$ cat config.mk
export PLATFORM = sky130hd
export DESIGN_NAME = atm_rx_sequencer
export DESIGN_NICKNAME = d
export VERILOG_FILES = /design/src/rtl/atm_rx_pkg.sv /design/src/rtl/atm_rx_ctrl.sv /design/src/rtl/atm_rx_datapath.sv /design/src/rtl/atm_rx_sequencer.sv
export SDC_FILE = /design/constraint.sdc
export NUM_CORES = 1
export LEC_CHECK = 0
export BUFFER_PORTS_ARGS = -buffer_cell sky130_fd_sc_hd__buf_4
export CAP_MARGIN = 20
export CORE_MARGIN = 3
export CORE_UTILIZATION = 30
export DETAILED_ROUTE_END_ITERATION = 10
export GPL_ROUTABILITY_DRIVEN = 0
export PLACE_DENSITY = 0.51
export SETUP_SLACK_MARGIN = 0.02
export SLEW_MARGIN = 20
export SYNTH_ARGS = -nofsm -noshare
export SYNTH_HDL_FRONTEND = slang
export SYNTH_SLANG_ARGS = --single-unit
$ cat constraint.sdc
create_clock -name clk -period 2.1 [get_ports clk]
set_input_delay 0.105 -clock clk [delete_from_list [all_inputs] [get_ports clk]]
set_output_delay 0.105 -clock clk [all_outputs]
set_load 0.05 [all_outputs]
$ cat src/rtl/atm_rx_pkg.sv
package atm_rx_pkg;
  localparam logic [7:0] HDR_IDLE = 8'h01;
  localparam logic [7:0] HDR_BAD  = 8'h80;

  typedef enum logic [2:0] {
    ST_WAIT_HDR,
    ST_TOKEN,
    ST_LAUNCH,
    ST_PAYLOAD,
    ST_STALL,
    ST_DONE,
    ST_DRAIN
  } seqState_t;

  typedef struct packed {
    logic capHdr;
    logic fwdByte;
    logic capCrc;
  } ctlStrobes_t;
endpackage

$ cat src/rtl/atm_rx_ctrl.sv
module atm_rx_ctrl
  import atm_rx_pkg::*;
#(
  parameter int STALL_CYCLES = 10
) (
  input  logic        clk,
  input  logic        rstN,
  input  logic        concatMode,
  input  logic        fifoLast,
  input  logic        fifoEmpty,
  input  logic        headIsIdle,
  input  logic        headIsBad,
  input  logic        savedBad,
  output logic        fifoPop,
  output logic        lookupReq,
  output logic        tokenOut,
  output logic        donePulse,
  output ctlStrobes_t stb
);
  localparam int CNT_W = $clog2(STALL_CYCLES + 1);
  localparam logic [CNT_W-1:0] CNT_END = CNT_W'(STALL_CYCLES - 1);

  seqState_t state, nextState;
  logic [CNT_W-1:0] stallCnt;

  always_comb begin
    nextState = state;
    fifoPop   = 1'b0;
    lookupReq = 1'b0;
    tokenOut  = 1'b0;
    donePulse = 1'b0;
    stb       = '0;
    case (state)
      ST_WAIT_HDR: if (!fifoEmpty) begin
        fifoPop    = 1'b1;
        stb.capHdr = 1'b1;
        if (headIsIdle)     nextState = ST_DRAIN;
        else if (concatMode) nextState = ST_TOKEN;
        else if (headIsBad) nextState = ST_DRAIN;
        else                nextState = ST_LAUNCH;
      end
      ST_TOKEN: begin
        tokenOut  = 1'b1;
        nextState = savedBad ? ST_DRAIN : ST_LAUNCH;
      end
      ST_LAUNCH: begin
        lookupReq = 1'b1;
        nextState = ST_PAYLOAD;
      end
      ST_PAYLOAD: if (!fifoEmpty) begin
        fifoPop = 1'b1;
        if (fifoLast) begin
          stb.capCrc = 1'b1;
          nextState  = ST_STALL;
        end else begin
          stb.fwdByte = 1'b1;
        end
      end
      ST_STALL: if (stallCnt == CNT_END) nextState = ST_DONE;
      ST_DONE: begin
        donePulse = 1'b1;
        nextState = ST_WAIT_HDR;
      end
      ST_DRAIN: if (!fifoEmpty) begin
        fifoPop = 1'b1;
        if (fifoLast) nextState = ST_WAIT_HDR;
      end
      default: nextState = ST_WAIT_HDR;
    endcase
  end

  always_ff @(posedge clk or negedge rstN) begin
    if (!rstN) begin
      state    <= ST_WAIT_HDR;
      stallCnt <= '0;
    end else begin
      state    <= nextState;
      stallCnt <= (state == ST_STALL) ? stallCnt + 1'b1 : '0;
    end
  end
endmodule

$ cat src/rtl/atm_rx_datapath.sv
module atm_rx_datapath
  import atm_rx_pkg::*;
#(
  parameter int DATA_W = 8
) (
  input  logic              clk,
  input  logic              rstN,
  input  logic [DATA_W-1:0] fifoData,
  input  ctlStrobes_t       stb,
  output logic              headIsIdle,
  output logic              headIsBad,
  output logic              savedBad,
  output logic [DATA_W-1:0] outData,
  output logic              outValid,
  output logic [DATA_W-1:0] doneStatus,
  output logic [DATA_W-1:0] doneCrc
);
  logic [DATA_W-1:0] hdrReg, crcReg;

  assign headIsIdle = (fifoData == DATA_W'(HDR_IDLE));
  assign headIsBad  = (fifoData == DATA_W'(HDR_BAD));
  assign savedBad   = (hdrReg == DATA_W'(HDR_BAD));
  assign doneStatus = hdrReg;
  assign doneCrc    = crcReg;

  always_ff @(posedge clk or negedge rstN) begin
    if (!rstN) begin
      hdrReg   <= '0;
      crcReg   <= '0;
      outData  <= '0;
      outValid <= 1'b0;
    end else begin
      outValid <= stb.fwdByte;
      if (stb.fwdByte) outData <= fifoData;
      if (stb.capHdr)  hdrReg  <= fifoData;
      if (stb.capCrc)  crcReg  <= fifoData;
    end
  end
endmodule

$ cat src/rtl/atm_rx_sequencer.sv
module atm_rx_sequencer
  import atm_rx_pkg::*;
#(
  parameter int DATA_W       = 8,
  parameter int STALL_CYCLES = 10
) (
  input  logic              clk,
  input  logic              rstN,
  input  logic              concatMode,
  input  logic [DATA_W-1:0] fifoData,
  input  logic              fifoLast,
  input  logic              fifoEmpty,
  output logic              fifoPop,
  output logic [DATA_W-1:0] outData,
  output logic              outValid,
  output logic              lookupReq,
  output logic              tokenOut,
  output logic              donePulse,
  output logic [DATA_W-1:0] doneStatus,
  output logic [DATA_W-1:0] doneCrc
);
  ctlStrobes_t stb;
  logic headIsIdle, headIsBad, savedBad;

  atm_rx_ctrl #(.STALL_CYCLES(STALL_CYCLES)) uCtrl (
    .clk(clk), .rstN(rstN), .concatMode(concatMode), .fifoLast(fifoLast),
    .fifoEmpty(fifoEmpty), .headIsIdle(headIsIdle), .headIsBad(headIsBad),
    .savedBad(savedBad), .fifoPop(fifoPop), .lookupReq(lookupReq),
    .tokenOut(tokenOut), .donePulse(donePulse), .stb(stb)
  );

  atm_rx_datapath #(.DATA_W(DATA_W)) uDp (
    .clk(clk), .rstN(rstN), .fifoData(fifoData), .stb(stb),
    .headIsIdle(headIsIdle), .headIsBad(headIsBad), .savedBad(savedBad),
    .outData(outData), .outValid(outValid),
    .doneStatus(doneStatus), .doneCrc(doneCrc)
  );
endmodule

==> summary.md, run 1 <==
| Metric | Value |
|---|---|
| Status | `completed` |
| 1st-iter DRT viols | `56` |
| Unrepaired setup endpoints after global routing | `no` |
| CP arrival | `1940 ps` |
| Drt total wl | `3550 um` |
| Final Cycle Share | `83.1%` |
| Crit path max fanout | `7` |
| Ant. Diodes | `0` |
| Tmin final | `1740 ps` |
| Yosys reg bits | `32` |
| Die Area | `6080 um2` |
| I/O pin count | `42` |
| DR vias/cell | `4.69` |
| Slew Limit Fails | `0` |
| Detail Route Antenna Nets | `0` |
| Crit Path Category | `reg -> reg` |
| Share of cells above drive strength 1 | `48.5%` |
| Final Non-Filler Cells | `236` |
| Leading area contributor after synthesis | `dfrtp_1` |
| Count leader, synth | `dfrtp_1` |
| Class of the worst hold path | `in -> reg` |
| Worst path max stage delay | `540 ps` |
| Yosys warns | `0` |
| R2R Setup Slk | `360 ps` |
| Critical Path Sink Type | `register` |
| Clock slew seen by the registers of the worst setup and hold paths | `60 ps` |
| Top Family by Delay on Critical Path | `compound AO/OA/AOI/OAI gates` |
| Final Hold Fails | `0` |
| Crit-path cells | `nor2b_1, o21ba_2, a2111oi_0, mux2i_1` |
| Async S/R FF share, synth | `100%` |
| Worst rel slew slack | `61.7%` |
| Final setup vio count | `0` |
| Grt total ovfl | `0` |
| Yosys top cell area share | `51.6%` |
| Die span in y | `77.9 um` |
| Clock Path Buffers | `2` |
| Largest net degree at the start of global routing | `33` |
| DR WL/cell | `15.0 um` |
| R2r startpoint | `uCtrl.state[1]` |
| Layout area overhead | `30.3%` |
| Worst path slowest cell | `a2111oi_0` |
| Post-Syn Instances | `121` |
| CP bufs+invs | `0` |
| Total Nets Final | `184` |
| Largest cells by area after synthesis | `dfrtp_1 52%, mux2_2 12%, mux2_4 7.7%, nor4_4 2.7%, nor2_1 2.4%` |
| Final setup TNS | `0 ps` |
| Post-route DRC | `0` |
| Synth top cells by count | `32 x dfrtp_1, 16 x mux2_2, 10 x nor2_1` |
| H-tree levels | `2` |
| Worst hold slack | `84.5 ps` |
| Reg-to-reg endpoint | `uCtrl.state[0]` |
| Max-Cap Viols | `0` |
| Hold worst-path end | `uDp.doneCrc[1]` |
| Min-delay src | `fifoData[1]` |
| Clock skew | `3.25 ps` |
| Core Area | `4850 um2` |
| Pre-antenna DRT Iters | `4` |
| Fill cell count | `466` |
| EDFF count, synth | `0` |
| Post-DP Area | `1940 um2` |
| Syn avg cell area | `12.8 um2` |
| Leading register cell type out of synthesis | `dfrtp_1` |
| Least-Margin Pin Slew | `561 ps` |
| Initial antenna violation count | `0` |
| Via Count | `1,108` |
| CTS tree | `built` |
| Cell count of the worst hold path | `2` |
| FF-to-FF path depth | `4` |
| Synth Cell Area | `1550 um2` |
| Seq/Total Area, Yosys | `51.6%` |
| GRT Overall Usage | `12.9%` |
| Syn_nets | `136` |
| HPWL after DPL | `2630 um` |
| Worst-skew pair later-pin latency | `270 ps` |
| Vias in the first global route | `1,159` |
| Distinct cells, synth | `37` |
| CTS Buf Count | `5` |
| Die width | `77.9 um` |
| Root buffer cell | `clkbuf_8` |
| IO Port Bufs | `41` |
| Initial core utilization | `32.0%` |
| Num rows | `25` |
| Startpoint Class | `register` |
| Final instance area | `2020 um2` |
| Req. time, crit path | `2300 ps` |
| FMAX | `573 MHz` |
| Dpl cells | `228` |
| CTS sink cnt | `32` |
| First-pass GRT wire length | `5990 um` |
metrics by stage:
stage,util [%],setup WS [ps]
6_report,41.7,356
4_1_cts,41.7,337
3_3_place_gp,39.9,471
5_1_grt,41.7,298
2_1_floorplan,-,226
3_5_place_dp,39.9,357
state kept, by name, summed over array words and instances, names as in the netlist:
signal / count
uDp.doneStatus: 8
uDp.outValid: 1
uCtrl.state: 3
uDp.doneCrc: 8
uDp.outData: 8
uCtrl.stallCnt: 4
cell type report:
type / count / area, um2 / area share [%]
clock inverters: 1 / 5.00 / 0.247
repair buffers: 47 / 355 / 17.6
multi-input cells: 81 / 698 / 34.5
inverters: 2 / 7.51 / 0.371
clock buffers: 6 / 72.6 / 3.59
well taps: 67 / 83.8 / 4.14
flip-flops and latches: 32 / 801 / 39.6
what timing repair did:
item,in CTS,in global routing
buffers inserted,0,0
hold endpoints to repair,32,0
hold buffers,1,0
gates resized for setup,0,0
worst reg2reg max path, delay by kind of cell, from the launching register on:
family | cells | cell delay [ps]
multiplexers | 1 | 250
AND/OR/NAND/NOR | 1 | 200
AO/OA/AOI/OAI | 2 | 750
flip-flops | 1 | 470
cell families (layout without fill, tap and decap cells):
| family | Yosys count | after routing | synth area share [%] |
|---|---|---|---|
| simple gates | 36 | 36 | 15.1 |
| flops | 32 | 32 | 51.6 |
| mux | 25 | 25 | 20.0 |
| compound gates | 15 | 15 | 6.61 |
| buf+inv | 8 | 56 | 3.46 |
| xor+xnor | 3 | 3 | 1.69 |
| fa+ha+maj | 2 | 2 | 1.61 |
worst max-delay path by stage:
stage,end,cells after the start,startpoint
final,uCtrl.state[0],4,uCtrl.state[1]
after global routing,uCtrl.state[0],4,uCtrl.state[1]
after CTS,uCtrl.state[0],4,uCtrl.state[1]
after detailed placement,uCtrl.state[0],4,uCtrl.state[1]
after global placement,uDp.doneCrc[2],3,uCtrl.state[1]
after floorplan,tokenOut,3,uCtrl.state[2]
cell usage in the layout, fill, tap and decap left out, types with 2 or more instances in the layout:
| master | instances |
|---|---|
| a21oi_1 | 5 |
| buf_4 | 46 |
| clkbuf_8 | 5 |
| dfrtp_1 | 32 |
| ha_1 | 2 |
| inv_1 | 2 |
| mux2_2 | 16 |
| mux2_4 | 8 |
| nand2_1 | 6 |
| nand2b_1 | 3 |
| nand3_1 | 2 |
| nor2_1 | 10 |
| nor2b_1 | 2 |
| nor3_1 | 2 |
| nor4_4 | 2 |
| o21ai_0 | 3 |
| xor2_1 | 2 |
layer usage:
layer / vias to the layer above / global-route usage, % / routed length, um
li1: 523 / - / -
met2: 29 / 19.6 / 1740
met3: 2 / 5.45 / 205
met4: 0 / 4.20 / 27
met5: - / 0 / 0
met1: 554 / 16.6 / 1570
Power of run 1 is left out: the tool's default activity adds up to more than one toggle a clock period on the data nets, which glitch-free logic cannot reach.
==> run 2: changes to the inputs <==
clock period = 1.69 ns   (was 2.1 ns; I/O delays follow)
==> run 2 against run 1 <==
  * Sequential share of layout area is 1.2 points lower
  * Critical path type unchanged
  * Largest cell class unchanged
  * Die area stayed put
  * Count of clock-buffer cells in the layout stayed put
  * Final cell count is 1.7% higher
  * Non-clock buffer count is 3 higher
  * Core utilization is 1.3 points higher
  * Cell area is 3.2% higher
==> summary.md, run 2 (synthesis gave the netlist of run 1 again) <==
| Metric | Value |
|---|---|
| Status | `completed (unchanged)` |
| Tmin final | `1610 ps (was 1740 ps)` |
| Worst hold slack | `65.8 ps (was 84.5 ps)` |
| Worst path max stage delay | `600 ps (was 540 ps)` |
| Cell count of the worst hold path | `2 (unchanged)` |
| Worst rel slew slack | `72.6% (was 61.7%)` |
| Detail Route Antenna Nets | `0 (unchanged)` |
| Final Non-Filler Cells | `240 (was 236)` |
| Reg-to-reg endpoint | `uDp.doneCrc[2] (was uCtrl.state[0])` |
| Vias in the first global route | `1,289 (was 1,159)` |
| Req. time, crit path | `1850 ps (was 2300 ps)` |
| Critical Path Sink Type | `register (unchanged)` |
| Crit-path cells | `nand2b_4, or4b_4, mux2_4 (was nor2b_1, o21ba_2, a2111oi_0, mux2i_1)` |
| Max-Cap Viols | `0 (unchanged)` |
| Busiest grt layer | `met2 (unchanged)` |
| Final setup vio count | `0 (unchanged)` |
| Post-CTS setup buffers | `0 (unchanged)` |
| R2R Setup Slk | `80 ps (was 360 ps)` |
| Total Nets Final | `187 (was 184)` |
| IO Port Bufs | `41 (unchanged)` |
| Initial core utilization | `32.0% (unchanged)` |
| Commonest cells after routing, fill and taps aside | `48 x buf_4, 31 x dfrtp_1, 16 x mux2_2 (was 46 x buf_4, 32 x dfrtp_1, 16 x mux2_2)` |
| Root buffer cell | `clkbuf_8 (unchanged)` |
| Post-route DRC | `0 (unchanged)` |
| Die Area | `6080 um2 (unchanged)` |
| Top Family by Delay on Critical Path | `simple AND/OR/NAND/NOR gates (was compound AO/OA/AOI/OAI gates)` |
| Crit path max fanout | `8 (was 7)` |
| Met3 GRT Util | `4.52% (was 5.45%)` |
| M1 GR Usage | `15.8% (was 16.6%)` |
| Final Hold Fails | `0 (unchanged)` |
| Final Cycle Share | `95.1% (was 83.1%)` |
| FMAX | `622 MHz (was 573 MHz)` |
| H-tree levels | `2 (unchanged)` |
| Drt total wl | `3670 um (was 3550 um)` |
| Layout area overhead | `34.4% (was 30.3%)` |
| CP arrival | `1770 ps (was 1940 ps)` |
| Least-Margin Pin Slew | `410 ps (was 561 ps)` |
| Unrepaired setup endpoints after global routing | `yes (was no)` |
| Clock Path Buffers | `2 (unchanged)` |
| DR vias/cell | `4.72 (was 4.69)` |
| Die width | `77.9 um (unchanged)` |
| First-pass GRT wire length | `6260 um (was 5990 um)` |
| Die span in y | `77.9 um (unchanged)` |
| Share of cells above drive strength 1 | `50.9% (was 48.5%)` |
| CTS tree | `built (unchanged)` |
| Clock slew seen by the registers of the worst setup and hold paths | `70 ps (was 60 ps)` |
| CP bufs+invs | `0 (unchanged)` |
| DR WL/cell | `15.3 um (was 15.0 um)` |
| FF-to-FF path depth | `3 (was 4)` |
| Class of the worst hold path | `in -> reg (unchanged)` |
| Num rows | `25 (unchanged)` |
| GRT Overall Usage | `13.1% (was 12.9%)` |
| Slew Limit Fails | `0 (unchanged)` |
| Hold worst-path end | `uDp.doneCrc[4] (was uDp.doneCrc[1])` |
| Startpoint Class | `register (unchanged)` |
| CTS sink cnt | `32 (unchanged)` |
| Commonest non-fill, non-tap cell in the layout | `buf_4 (unchanged)` |
| Post-layout util | `43.0% (was 41.7%)` |
| Ant. Diodes | `0 (unchanged)` |
| Initial antenna violation count | `0 (unchanged)` |
| HPWL after DPL | `2690 um (was 2630 um)` |
| Worst path slowest cell | `or4b_4 (was a2111oi_0)` |
| Via Count | `1,133 (was 1,108)` |
| Final setup TNS | `0 ps (unchanged)` |
| Grt total ovfl | `0 (unchanged)` |
| Pre-antenna DRT Iters | `4 (unchanged)` |
| Crit Path Category | `reg -> reg (unchanged)` |
| 1st-iter DRT viols | `52 (was 56)` |
| I/O pin count | `42 (unchanged)` |
| Dpl cells | `231 (was 228)` |
| Clock skew | `5.05 ps (was 3.25 ps)` |
| GRT met2 Usage | `22.0% (was 19.6%)` |
| Min-delay src | `fifoData[4] (was fifoData[1])` |
| Core Area | `4850 um2 (unchanged)` |
| Worst-skew pair later-pin latency | `280 ps (was 270 ps)` |
| R2r startpoint | `uCtrl.state[2] (was uCtrl.state[1])` |
| Largest net degree at the start of global routing | `33 (unchanged)` |
| CTS Buf Count | `5 (unchanged)` |
run 2: layer usage:
metal | part of all wire (%) | wire length (um)
met1 | 44 | 1620
met5 | 0 | 0
met3 | 5.5 | 202
met2 | 49 | 1820
met4 | 0.93 | 34
run 2: layout make-up:
type / count / area, um2
fill: 466 / 2760
sequential: 32 / 802
clock buffer: 6 / 72.6
multi-input combinational: 81 / 704
clock inverter: 2 / 35.0
timing repair buffer: 50 / 382
inverter: 2 / 7.51
tap: 67 / 83.8
run 2: how the worst max path moves through the flow:
stage | from | endpoint | slack (ps) | cells past startpoint
after detailed placement | uCtrl.state[0] | uDp.outData[6] | 60 | 5
after global routing | uCtrl.state[1] | uCtrl.state[0] | 6 | 4
final | uCtrl.state[2] | uDp.doneCrc[2] | 80 | 3
after floorplan | uCtrl.state[2] | uDp.doneCrc[0] | 10 | 5
after CTS | uCtrl.state[0] | uDp.outData[6] | 40 | 5
after global placement | uCtrl.state[1] | uCtrl.state[0] | 90 | 4
run 2: metrics by stage:
| step | setup slack (ps) | cell area (um2) |
|---|---|---|
| after detailed placement | 55.0 | 1960 |
| after global routing | 6.09 | 2090 |
| after CTS | 37.7 | 2080 |
| final | 82.6 | 2090 |
| after floorplan | 14.0 | 1560 |
| after global placement | 94.4 | 1960 |
run 2: timing repair:
| action | 4_1_cts | 5_1_grt |
|---|---|---|
| endpoints found under the hold margin | 32 | 0 |
| gates resized for setup | 0 | 3 |
| hold buffers | 1 | 0 |
| endpoints found under the setup margin | 0 | 10 |
Power of run 2 is left out for the same reason.
